<file path="src/rtl/fsg_pkg.sv">
package fsg_pkg;

  typedef enum logic [1:0] {
    SEQ_GAP   = 2'd0,
    SEQ_FRAME = 2'd1,
    SEQ_RUN   = 2'd2
  } seq_state_e;

  // Frame length in SCLK cycles for a given select value.
  function automatic int unsigned fsg_frame_len(input logic sel,
                                                input int unsigned short_len,
                                                input int unsigned long_len);
    return sel ? long_len : short_len;
  endfunction

  // Bit sent in cycle pos of a frame of length len carrying a command
  // right-aligned in the frame (leading zero padding, MSB first).
  function automatic logic fsg_pad_bit(input logic [63:0] cmd,
                                       input int unsigned len,
                                       input int unsigned pos);
    int unsigned bitpos;
    if (pos >= len) return 1'b0;
    bitpos = len - 1 - pos;
    if (bitpos > 63) return 1'b0;
    return cmd[bitpos[5:0]];
  endfunction

endpackage

</file>
<file path="src/rtl/fsg_drdy_sync.sv">
module fsg_drdy_sync #(
  parameter int unsigned STAGES = 2
) (
  input  logic clk,
  input  logic rst_n,
  input  logic drdy_n,
  output logic drdy_fall
);

  logic [STAGES-1:0] sync_q;
  logic              prev_q;

  // Synchronizer chain plus one history flop for edge detection.
  always_ff @(posedge clk or negedge rst_n) begin
    if (!rst_n) begin
      sync_q <= '1;
      prev_q <= 1'b1;
    end else begin
      sync_q <= {sync_q[STAGES-2:0], drdy_n};
      prev_q <= sync_q[STAGES-1];
    end
  end

  assign drdy_fall = prev_q & ~sync_q[STAGES-1];

  AST_FALL_SINGLE: assert property (@(posedge clk) disable iff (!rst_n)
    drdy_fall |=> !drdy_fall);

endmodule

</file>
<file path="src/rtl/fsg_frame_engine.sv">
module fsg_frame_engine import fsg_pkg::*; #(
  parameter int unsigned SHORT_LEN = 24,
  parameter int unsigned LONG_LEN  = 32,
  parameter int unsigned CNT_W     = 6
) (
  input  logic             clk,
  input  logic             rst_n,
  input  logic             start,
  input  logic             len_sel,
  output logic             active,
  output logic             cs_n,
  output logic [CNT_W-1:0] bit_idx,
  output logic [CNT_W-1:0] frame_len,
  output logic             last,
  output logic             accept,
  output logic             reject
);

  logic             active_q;
  logic             cs_n_q;
  logic [CNT_W-1:0] cnt_q;
  logic [CNT_W-1:0] len_q;

  assign last   = active_q && (cnt_q == len_q - CNT_W'(1));
  assign accept = start && !active_q;
  assign reject = start && active_q;

  always_ff @(posedge clk or negedge rst_n) begin
    if (!rst_n) begin
      active_q <= 1'b0;
      cs_n_q   <= 1'b1;
      cnt_q    <= '0;
      len_q    <= CNT_W'(SHORT_LEN);
    end else if (accept) begin
      active_q <= 1'b1;
      cs_n_q   <= 1'b0;
      cnt_q    <= '0;
      len_q    <= CNT_W'(fsg_frame_len(len_sel, SHORT_LEN, LONG_LEN));
    end else if (active_q) begin
      if (last) begin
        active_q <= 1'b0;
        cs_n_q   <= 1'b1;
        cnt_q    <= '0;
      end else begin
        cnt_q <= cnt_q + CNT_W'(1);
      end
    end
  end

  assign active    = active_q;
  assign cs_n      = cs_n_q;
  assign bit_idx   = cnt_q;
  assign frame_len = len_q;

  // Independent tally of low cycles, used only by the width check.
  logic [CNT_W:0] low_run_q;
  always_ff @(posedge clk or negedge rst_n) begin
    if (!rst_n)    low_run_q <= '0;
    else if (!cs_n_q) low_run_q <= low_run_q + (CNT_W+1)'(1);
    else           low_run_q <= '0;
  end

  AST_CS_BUSY_MATCH: assert property (@(posedge clk) disable iff (!rst_n)
    active_q == !cs_n_q);
  AST_FRAME_WIDTH: assert property (@(posedge clk) disable iff (!rst_n)
    $rose(cs_n_q) |-> low_run_q == {1'b0, len_q});
  AST_LEN_HELD: assert property (@(posedge clk) disable iff (!rst_n)
    (active_q && !last) |=> $stable(len_q));

endmodule

</file>
<file path="src/rtl/fsg_cfg_seq.sv">
module fsg_cfg_seq import fsg_pkg::*; #(
  parameter int unsigned CFG_FRAMES = 1,
  parameter int unsigned CMD_W      = 16,
  parameter int unsigned CFG_GAP    = 2,
  parameter int unsigned CNT_W      = 6,
  parameter logic [CFG_FRAMES*CMD_W-1:0] CFG_WORDS = '0
) (
  input  logic             clk,
  input  logic             rst_n,
  input  logic             frame_active,
  input  logic             frame_last,
  input  logic [CNT_W-1:0] bit_idx,
  input  logic [CNT_W-1:0] frame_len,
  output logic             cfg_start,
  output logic             cfg_mosi,
  output logic             readout
);

  localparam int unsigned GAP_W = (CFG_GAP > 1) ? $clog2(CFG_GAP) : 1;
  localparam int unsigned IDX_W = (CFG_FRAMES > 1) ? $clog2(CFG_FRAMES) : 1;

  seq_state_e       state_q;
  logic [GAP_W-1:0] gap_q;
  logic [IDX_W-1:0] idx_q;
  logic [CMD_W-1:0] word;
  logic             gap_done;
  logic             last_cfg;

  assign gap_done  = (gap_q == GAP_W'(CFG_GAP - 1));
  assign last_cfg  = (idx_q == IDX_W'(CFG_FRAMES - 1));
  assign cfg_start = (state_q == SEQ_GAP) && gap_done;
  assign readout   = (state_q == SEQ_RUN);
  assign word      = CFG_WORDS[int'(idx_q)*CMD_W +: CMD_W];

  always_ff @(posedge clk or negedge rst_n) begin
    if (!rst_n) begin
      state_q <= SEQ_GAP;
      gap_q   <= '0;
      idx_q   <= '0;
    end else begin
      case (state_q)
        SEQ_GAP: begin
          if (gap_done) begin
            state_q <= SEQ_FRAME;
            gap_q   <= '0;
          end else begin
            gap_q <= gap_q + GAP_W'(1);
          end
        end
        SEQ_FRAME: begin
          if (frame_last) begin
            if (last_cfg) begin
              state_q <= SEQ_RUN;
            end else begin
              idx_q   <= idx_q + IDX_W'(1);
              state_q <= SEQ_GAP;
            end
          end
        end
        default: state_q <= SEQ_RUN;
      endcase
    end
  end

  assign cfg_mosi = (state_q == SEQ_FRAME) && frame_active &&
                    fsg_pad_bit(64'(word), 32'(frame_len), 32'(bit_idx));

  AST_READOUT_STICKY: assert property (@(posedge clk) disable iff (!rst_n)
    readout |=> readout);
  AST_CFG_FRAME_OPEN: assert property (@(posedge clk) disable iff (!rst_n)
    (state_q == SEQ_FRAME) |-> frame_active);

endmodule

</file>
<file path="src/rtl/frame_select_gen.sv">
module frame_select_gen import fsg_pkg::*; #(
  parameter int unsigned SHORT_LEN   = 24,
  parameter int unsigned LONG_LEN    = 32,
  parameter int unsigned CMD_W       = 16,
  parameter int unsigned CFG_FRAMES  = 1,
  parameter logic [CFG_FRAMES*CMD_W-1:0] CFG_WORDS = 16'h8880,
  parameter int unsigned CFG_GAP     = 2,
  parameter int unsigned SYNC_STAGES = 2
) (
  input  logic sclk,
  input  logic rst_n,
  input  logic drdy_n,
  input  logic len_sel,
  output logic cs_n,
  output logic busy,
  output logic cfg_mosi,
  output logic readout,
  output logic overrun
);

  localparam int unsigned CNT_W = $clog2(LONG_LEN + 1);

  logic             drdy_fall;
  logic             cfg_start;
  logic             start;
  logic             active;
  logic             last;
  logic             accept;
  logic             reject;
  logic [CNT_W-1:0] bit_idx;
  logic [CNT_W-1:0] frame_len;
  logic             ovr_q;

  fsg_drdy_sync #(.STAGES(SYNC_STAGES)) u_sync (
    .clk       (sclk),
    .rst_n     (rst_n),
    .drdy_n    (drdy_n),
    .drdy_fall (drdy_fall)
  );

  // The sequencer owns the select until readout; data-ready owns it after.
  assign start = readout ? drdy_fall : cfg_start;

  fsg_frame_engine #(
    .SHORT_LEN (SHORT_LEN),
    .LONG_LEN  (LONG_LEN),
    .CNT_W     (CNT_W)
  ) u_engine (
    .clk       (sclk),
    .rst_n     (rst_n),
    .start     (start),
    .len_sel   (len_sel),
    .active    (active),
    .cs_n      (cs_n),
    .bit_idx   (bit_idx),
    .frame_len (frame_len),
    .last      (last),
    .accept    (accept),
    .reject    (reject)
  );

  fsg_cfg_seq #(
    .CFG_FRAMES (CFG_FRAMES),
    .CMD_W      (CMD_W),
    .CFG_GAP    (CFG_GAP),
    .CNT_W      (CNT_W),
    .CFG_WORDS  (CFG_WORDS)
  ) u_seq (
    .clk          (sclk),
    .rst_n        (rst_n),
    .frame_active (active),
    .frame_last   (last),
    .bit_idx      (bit_idx),
    .frame_len    (frame_len),
    .cfg_start    (cfg_start),
    .cfg_mosi     (cfg_mosi),
    .readout      (readout)
  );

  always_ff @(posedge sclk or negedge rst_n) begin
    if (!rst_n)                ovr_q <= 1'b0;
    else if (readout && reject) ovr_q <= 1'b1;
  end

  assign busy    = active;
  assign overrun = ovr_q;

  AST_OVR_STICKY: assert property (@(posedge sclk) disable iff (!rst_n)
    overrun |=> overrun);
  AST_OVR_CAUSE: assert property (@(posedge sclk) disable iff (!rst_n)
    $rose(overrun) |-> $past(busy));
  AST_CFG_QUIET: assert property (@(posedge sclk) disable iff (!rst_n)
    !readout |-> !overrun);
  AST_MOSI_IDLE: assert property (@(posedge sclk) disable iff (!rst_n)
    (cs_n || readout) |-> !cfg_mosi);

endmodule

</file>
<file path="config.mk">
export PLATFORM = sky130hd
export DESIGN_NAME = frame_select_gen
export DESIGN_NICKNAME = d
export VERILOG_FILES = /design/src/rtl/fsg_pkg.sv /design/src/rtl/fsg_drdy_sync.sv /design/src/rtl/fsg_frame_engine.sv /design/src/rtl/fsg_cfg_seq.sv /design/src/rtl/frame_select_gen.sv
export SDC_FILE = /design/constraint.sdc
export NUM_CORES = 1
export LEC_CHECK = 0
export CAP_MARGIN = 20
export CORE_AREA = 2 2 44 66
export DETAILED_ROUTE_END_ITERATION = 8
export DIE_AREA = 0 0 46 68
export SYNTH_ARGS = -nofsm -noshare
export SYNTH_HDL_FRONTEND = slang
export SYNTH_SLANG_ARGS = --single-unit
export TNS_END_PERCENT = 50
</file>
<file path="constraint.sdc">
create_clock -name sclk -period 7.95 [get_ports sclk]
set_input_delay 1.59 -clock sclk [delete_from_list [all_inputs] [get_ports sclk]]
set_output_delay 1.59 -clock sclk [all_outputs]
set_load 0.02 [all_outputs]
</file>
# --- Yosys cells after proc, flatten, opt, wreduce, memory -nomap -nowiden ---
# Cells that the tools add are included.
word_totals:
  ff_bits: 22
  in_bits: 4
  elab_cells: 67
classes:
  add_sub_neg: 6
  n_lt_le_gt_ge: 3
  eq_ne: 5
  shifts: 1
  mux: 26
  n_bitwise: 2
  n_reduce_logical: 14
ops:
  columns: ["operator", "count"]
  rows:
  - ["32-bit by 6-bit > comparator with 1-bit output (second input constant)", 1]
  - ["32-bit by 6-bit subtractor with 32-bit output", 1]
  - ["6-bit two-way mux", 4]
  - ["1-bit two-way mux", 17]
  - ["16-bit by 6-bit indexed part select with 16-bit output (first input constant)", 1]
  - ["1-bit logical AND", 7]
  - ["6-bit by 7-bit < comparator with 1-bit output (second input constant)", 1]
  - ["6-bit by 1-bit subtractor with 7-bit output (second input constant)", 1]
  - ["6-bit by 1-bit adder with 6-bit output (second input constant)", 1]
  - ["1-bit binary-select mux with 6-bit select", 1]
  - ["6-bit equality test", 1]
  - ["6-bit greater-or-equal comparator", 1]
  - ["2-bit two-way mux", 3]
  - ["2-bit AND reduction", 3]
  - ["6-bit by 1-bit subtractor with 6-bit output (second input constant)", 1]
  - ["2-bit one-hot mux with 2 select lines", 1]
  - ["2-bit nonzero test", 2]
  - ["1-bit adder (second input constant)", 2]
  - ["2-bit by 1-bit equality test with 1-bit output (second input constant)", 1]
  - ["2-bit equality test (second input constant)", 1]
  - ["2-bit logical NOT", 1]
  - ["2-bit by 1-bit != test with 1-bit output (second input constant)", 1]
  - ["2-bit != test (second input constant)", 1]
  - ["1-bit AND", 1]
  - ["other kinds (2)", 2]

# --- Logic depth before layout (Yosys ltp) ---
# Gate-level depths: netlist of run 1.
depth:
  word_depth: 8
  depth_mapped: 11
  depth_no_buf: 11

# --- By module ---
# From an unflattened synthesis of run 1, not the netlist that was laid out.
hier_totals:
  cells_unflattened: 144
  hier_area_um2: 1342.5
modules_own_cells:
  columns: ["module", "instances", "cells_per_inst", "area_per_inst_um2", "seq_area_each_um2"]
  rows:
  - ["fsg_cfg_seq", 1, 77, 634.4, 75.1]
  - ["fsg_frame_engine", 1, 60, 566.8, 252.7]
  - ["fsg_drdy_sync", 1, 4, 92.6, 78.8]
  - ["frame_select_gen", 1, 3, 48.8, 25.0]

# --- Worst setup path before layout of run 1 ---
# OpenSTA, ideal clock, no wires.
synth_timing:
  kind: "flip-flop to output port"
  startpoint: "register u_engine.len_q[4], in the netlist u_engine.frame_len[4]"
  endpoint: "output port cfg_mosi"
  arrival_ps: 2636
  slack_ps: 3724
  path_stages_with_launch: 11
  n_path_buf: 0
  path_cell_list: "dfstp_2 -> inv_1 -> ha_1 -> inv_1 -> ha_1 -> a21o_1 -> nand2b_1 -> ha_1 -> nor4_1 -> nand3_1 -> a2111oi_2"
synth_between:
  elab_chain_len: 8
  elab_cells_between_ends: 13
synth_rtl:
  columns: ["item", "line_no", "source"]
  rows:
  - ["from (decl)", "fsg_frame_engine.sv:22", "logic [CNT_W-1:0] len_q;"]
  - ["from (signal assigned)", "fsg_frame_engine.sv:33", "len_q <= CNT_W'(SHORT_LEN);"]
  - ["from (signal assigned)", "fsg_frame_engine.sv:38", "len_q <= CNT_W'(fsg_frame_len(len_sel, SHORT_LEN, LONG_LEN));"]
  - ["6-bit by 1-bit subtractor with 7-bit output", "fsg_pkg.sv:23", "bitpos = len - 1 - pos;"]
  - ["32-bit by 6-bit subtractor with 32-bit output", "fsg_pkg.sv:23", null]
  - ["32-bit by 6-bit > comparator with 1-bit output", "fsg_pkg.sv:24", "if (bitpos > 63) return 1'b0;"]
  - ["1-bit two-way mux", "fsg_pkg.sv:24", null]
  - ["1-bit two-way mux", "fsg_pkg.sv:23", null]
  - ["1-bit two-way mux", "fsg_pkg.sv:25", "return cmd[bitpos[5:0]];"]
  - ["1-bit two-way mux *", "fsg_pkg.sv:23", null]
  - ["1-bit logical AND *", "fsg_cfg_seq.sv:65", "assign cfg_mosi = (state_q == SEQ_FRAME) && frame_active &&"]
  - ["to (decl)", "frame_select_gen.sv:16", "output logic cfg_mosi,"]
# Every way passes the cells marked *; elsewhere a longest branch is shown, timed or not. The select of a mux whose other input is x is not followed.

# --- Worst setup path after layout of run 1 ---
# Ends and elaborated chain as after synthesis.

==> results of run 1 <==
==> worst min-delay path by stage <==
stage	to	slack [ns]	cells after the start
global route	u_sync.sync_q[1]	0.36	0
floorplan	u_sync.sync_q[1]	0.35	0
finish	u_sync.sync_q[1]	0.36	0
detailed placement	u_sync.sync_q[1]	0.35	0
CTS	u_sync.sync_q[1]	0.36	0
global placement	u_sync.sync_q[1]	0.35	0
==> metrics by stage <==
stage | instance area [sq um] | setup slack [ns] | hold WS, ns | cells
3_5_place_dp | 1200 | 3.08 | 0.349 | 139
2_1_floorplan | 1100 | 3.72 | 0.345 | 108
5_1_grt | 1240 | 2.58 | 0.360 | 143
4_1_cts | 1240 | 2.80 | 0.358 | 143
3_3_place_gp | 1200 | 3.16 | 0.350 | 139
6_report | 1240 | 2.85 | 0.356 | 143
==> final cells by class <==
type                    instances  area, sq um
repair buffers                  8         80.1
clock buffers                   3         41.3
flip-flops and latches         17          432
fillers                       241         1350
clock inverters                 1         5.00
well taps                      25         31.3
inverters                      12         45.0
multi-input cells              77          611
==> flip-flops by register name (all words and copies together) (netlist names) <==
signal and cells:
u_seq.gap_done 1, u_engine.cs_n 1, overrun 1, u_sync.sync_q 2, u_seq.state_q 2, u_engine.bit_idx 6, u_engine.active 1, u_engine.frame_len 2
u_sync.prev_q 1
==> worst max-delay path, stage by stage (launching register included) <==
cell and delay, ns:
dfstp_2 0.53, inv_1 0.08, ha_1 0.28, inv_1 0.04, ha_1 0.30, a21o_1 0.22
nand2b_1 0.16, ha_1 0.28, nor4_1 0.31, nand3_1 0.17, a2111oi_2 0.23, clkdlybuf4s50_1 0.66
==> power by group through the flow <==
stage / Combinational [mW] / Clock, mW / Sequential [mW]
after global placement: 0.348 / 0 / 0.172
after CTS: 0.365 / 0.0659 / 0.172
final: 0.358 / 0.0627 / 0.171
after global routing: 0.411 / 0.0710 / 0.179
after floorplan: 0.279 / 0 / 0.162
after detailed placement: 0.362 / 0 / 0.173
==> cells in the mapped netlist <==
library cell,number,area share (%)
dfrtp_1,12,27
a41o_1,1,0.91
nor4_1,2,1.1
nor2b_1,1,0.57
nor3b_1,3,2.0
nor3_1,3,1.4
nand3b_1,1,0.68
nand2b_1,7,4.0
nor2_1,9,3.1
inv_1,12,4.1
buf_4,2,1.4
o22ai_1,2,1.1
a2111oi_2,1,1.4
nand4_2,1,1.1
a21oi_1,2,0.91
and2b_1,1,0.68
nand2_1,5,1.7
ha_1,15,17
a21o_1,4,2.7
a21oi_2,1,0.79
mux2i_1,1,0.91
a22o_1,3,2.4
dfstp_2,5,12
and2b_2,1,0.79
o31ai_1,1,0.68
or2_1,1,0.57
nand4b_1,1,0.79
nand3_2,1,0.91
a211o_1,2,1.6
nand3_1,2,0.91
and3_1,1,0.57
mux2_1,1,1.0
o21ai_4,1,1.5
xor2_1,2,1.6
==> routing by layer <==
layer  wire [um]  share of wire [%]  GRT usage [%]
met2        1160                 56           28.0
met1         839                 40           17.4
met4          48                2.3           8.21
met5           0                  0              0
met3          33                1.6           3.17
==> cells by family (layout without fill, tap and decap cells) <==
kind of cell	Yosys count	in the layout	synth area share, %
buffers and inverters	14	24	5.45
adders and majority gates	15	15	17.0
and+or+nand+nor	40	40	20.9
xor gates and xnor gates	2	2	1.59
AOI/OAI and AO/OA	18	18	14.0
muxes	2	2	1.93
DFF	17	17	39.2
==> reports/results.ini, run 1 <==
[synthesis]
syn_inst=108
syn-num-nets=127
synth-seq-cells=17
avgSynthCellArea_sq_um=10.2
synth_cell_types=34
seq_area_frac_synth_pct=39.2
syn-cell-area_sq_mm=0.00110
yosys_warnings=0

[worst_hold_path]
hold_path.class=reg2reg
hold_start=u_sync.sync_q[0]

[pwr]
seqPwrFrac_pct=28.9
power.share.clock_pct=10.6
p_int_uw=328
power.density_mw_per_mm2=475
switchingPower_uw=264
total_power_uw=592
power.leakage_nw=0.591
pwr-share-comb_pct=60.5
ir_drop_v=0.000205
netSwitchingFraction_pct=44.6

[placement]
gp_congestion=0.821
io_buffers=8
hpwl_um=1670

[clock_tree]
path_clk_slew_ns=0.06
postCtsSetupRepairBufs=0
clock-sinks=17
htree_levels=1
root_buffer=clkbuf_8
cts_tree=yes
worstSkewPairLatency_ns=0.25
clock_path_buffers=2
cts_buffers=3
cts_hold_buffers=0
cts-resized-gates=0

[setup_path]
cp-start-kind=register
cp.arrival_ns=3.51
crit_start=u_engine.frame_len[4]
crit_type=reg2out
cp-end-kind=output pin
reg2reg_depth=8
cp_data_required_time_ns=6.36
setup.worst_path.end=cfg_mosi
r2r_slack_ns=5.96
timing.rr.start=u_engine.frame_len[4]
worstPathMaxFanout=7
timing.rr.end=u_engine.bit_idx[3]

[sta]
rsz0062_at_grt=no
setup-violations-final=0
worst_slew_pin_slew_ns=0.729
hold_violations=0
period_share_pct=64.2
clock_skew_ns=0.000909
finalSetupTns_ns=0
fin_crit_ns=5.10
slew_viol_final=0
fmax_ghz=0.196
relSlewSlack_pct=51.3

[die]
core_area_sq_mm=0.00259
die_area_sq_mm=0.00313
num_rows=23
ios=9
die_w_um=46
die_y_um=68
initial_core_util_pct=42.6

[route]
first_iter_violations=18
avgRoutedWirePerCell_um=14.6
avgViaCountPerCell=5.51
firstDrtPassIters=4
drc=0
num_vias=788
antenna_left=0
drt-total-wl_um=2080

[layout]
final_common_cell=ha_1
n_antenna_cell=0
area_delta_synth_final_pct=12.9
nNetsFinal=138
mostFrequentLayoutCells=ha_1 (15), inv_1 (12), dfrtp_1 (12), nor2_1 (9), clkdlybuf4s50_1 (8)
drive_gt1_share_pct=12.7
final_util_pct=48.1

[flow_run]
drv_cap=0

[grt]
antenna_found_initial=0
grt_pass1_vias=837
grt_pass1_wl_um=3600
grt.overflow.total=0
grt_start_max_net_pins=18
grt_use_total_pct=16.0

[outcome]
status=complete, no violations

Power figures use the tool's default switching activity.
==> inputs of run 2 (changes only) <==
==> constraint.sdc (replaced) <==
create_clock -name sclk -period 5.1 [get_ports sclk]
set_input_delay 1.02 -clock sclk [delete_from_list [all_inputs] [get_ports sclk]]
set_output_delay 1.02 -clock sclk [all_outputs]
set_load 0.02 [all_outputs]
==> results of run 2 <==
Same layout as run 1 (identical final DEF). Status: complete, no violations.
Main changes from that run: setup slack after placement 3.08 ns -> 0.804 ns; setup slack after layout 2.85 ns -> 0.566 ns; register-to-register setup slack 5.96 ns -> 3.11 ns; total power 0.592 mW -> 0.922 mW; worst IR drop on VDD 0.000205 V -> 0.000319 V
==> inputs of run 3 (changes only) <==
--- a/config.mk
+++ b/config.mk
@@ -7,6 +7,7 @@
 export LEC_CHECK = 0
 export CAP_MARGIN = 20
 export CORE_AREA = 2 2 44 66
+export CTS_CLUSTER_DIAMETER = 80
 export DETAILED_ROUTE_END_ITERATION = 8
 export DIE_AREA = 0 0 46 68
 export SYNTH_ARGS = -nofsm -noshare
==> results of run 3 <==
Same layout as run 1 (identical final DEF). Status: complete, no violations.
Main changes from that run: setup slack after placement 3.08 ns -> 0.804 ns; setup slack after layout 2.85 ns -> 0.566 ns; register-to-register setup slack 5.96 ns -> 3.11 ns; total power 0.592 mW -> 0.922 mW; worst IR drop on VDD 0.000205 V -> 0.000319 V
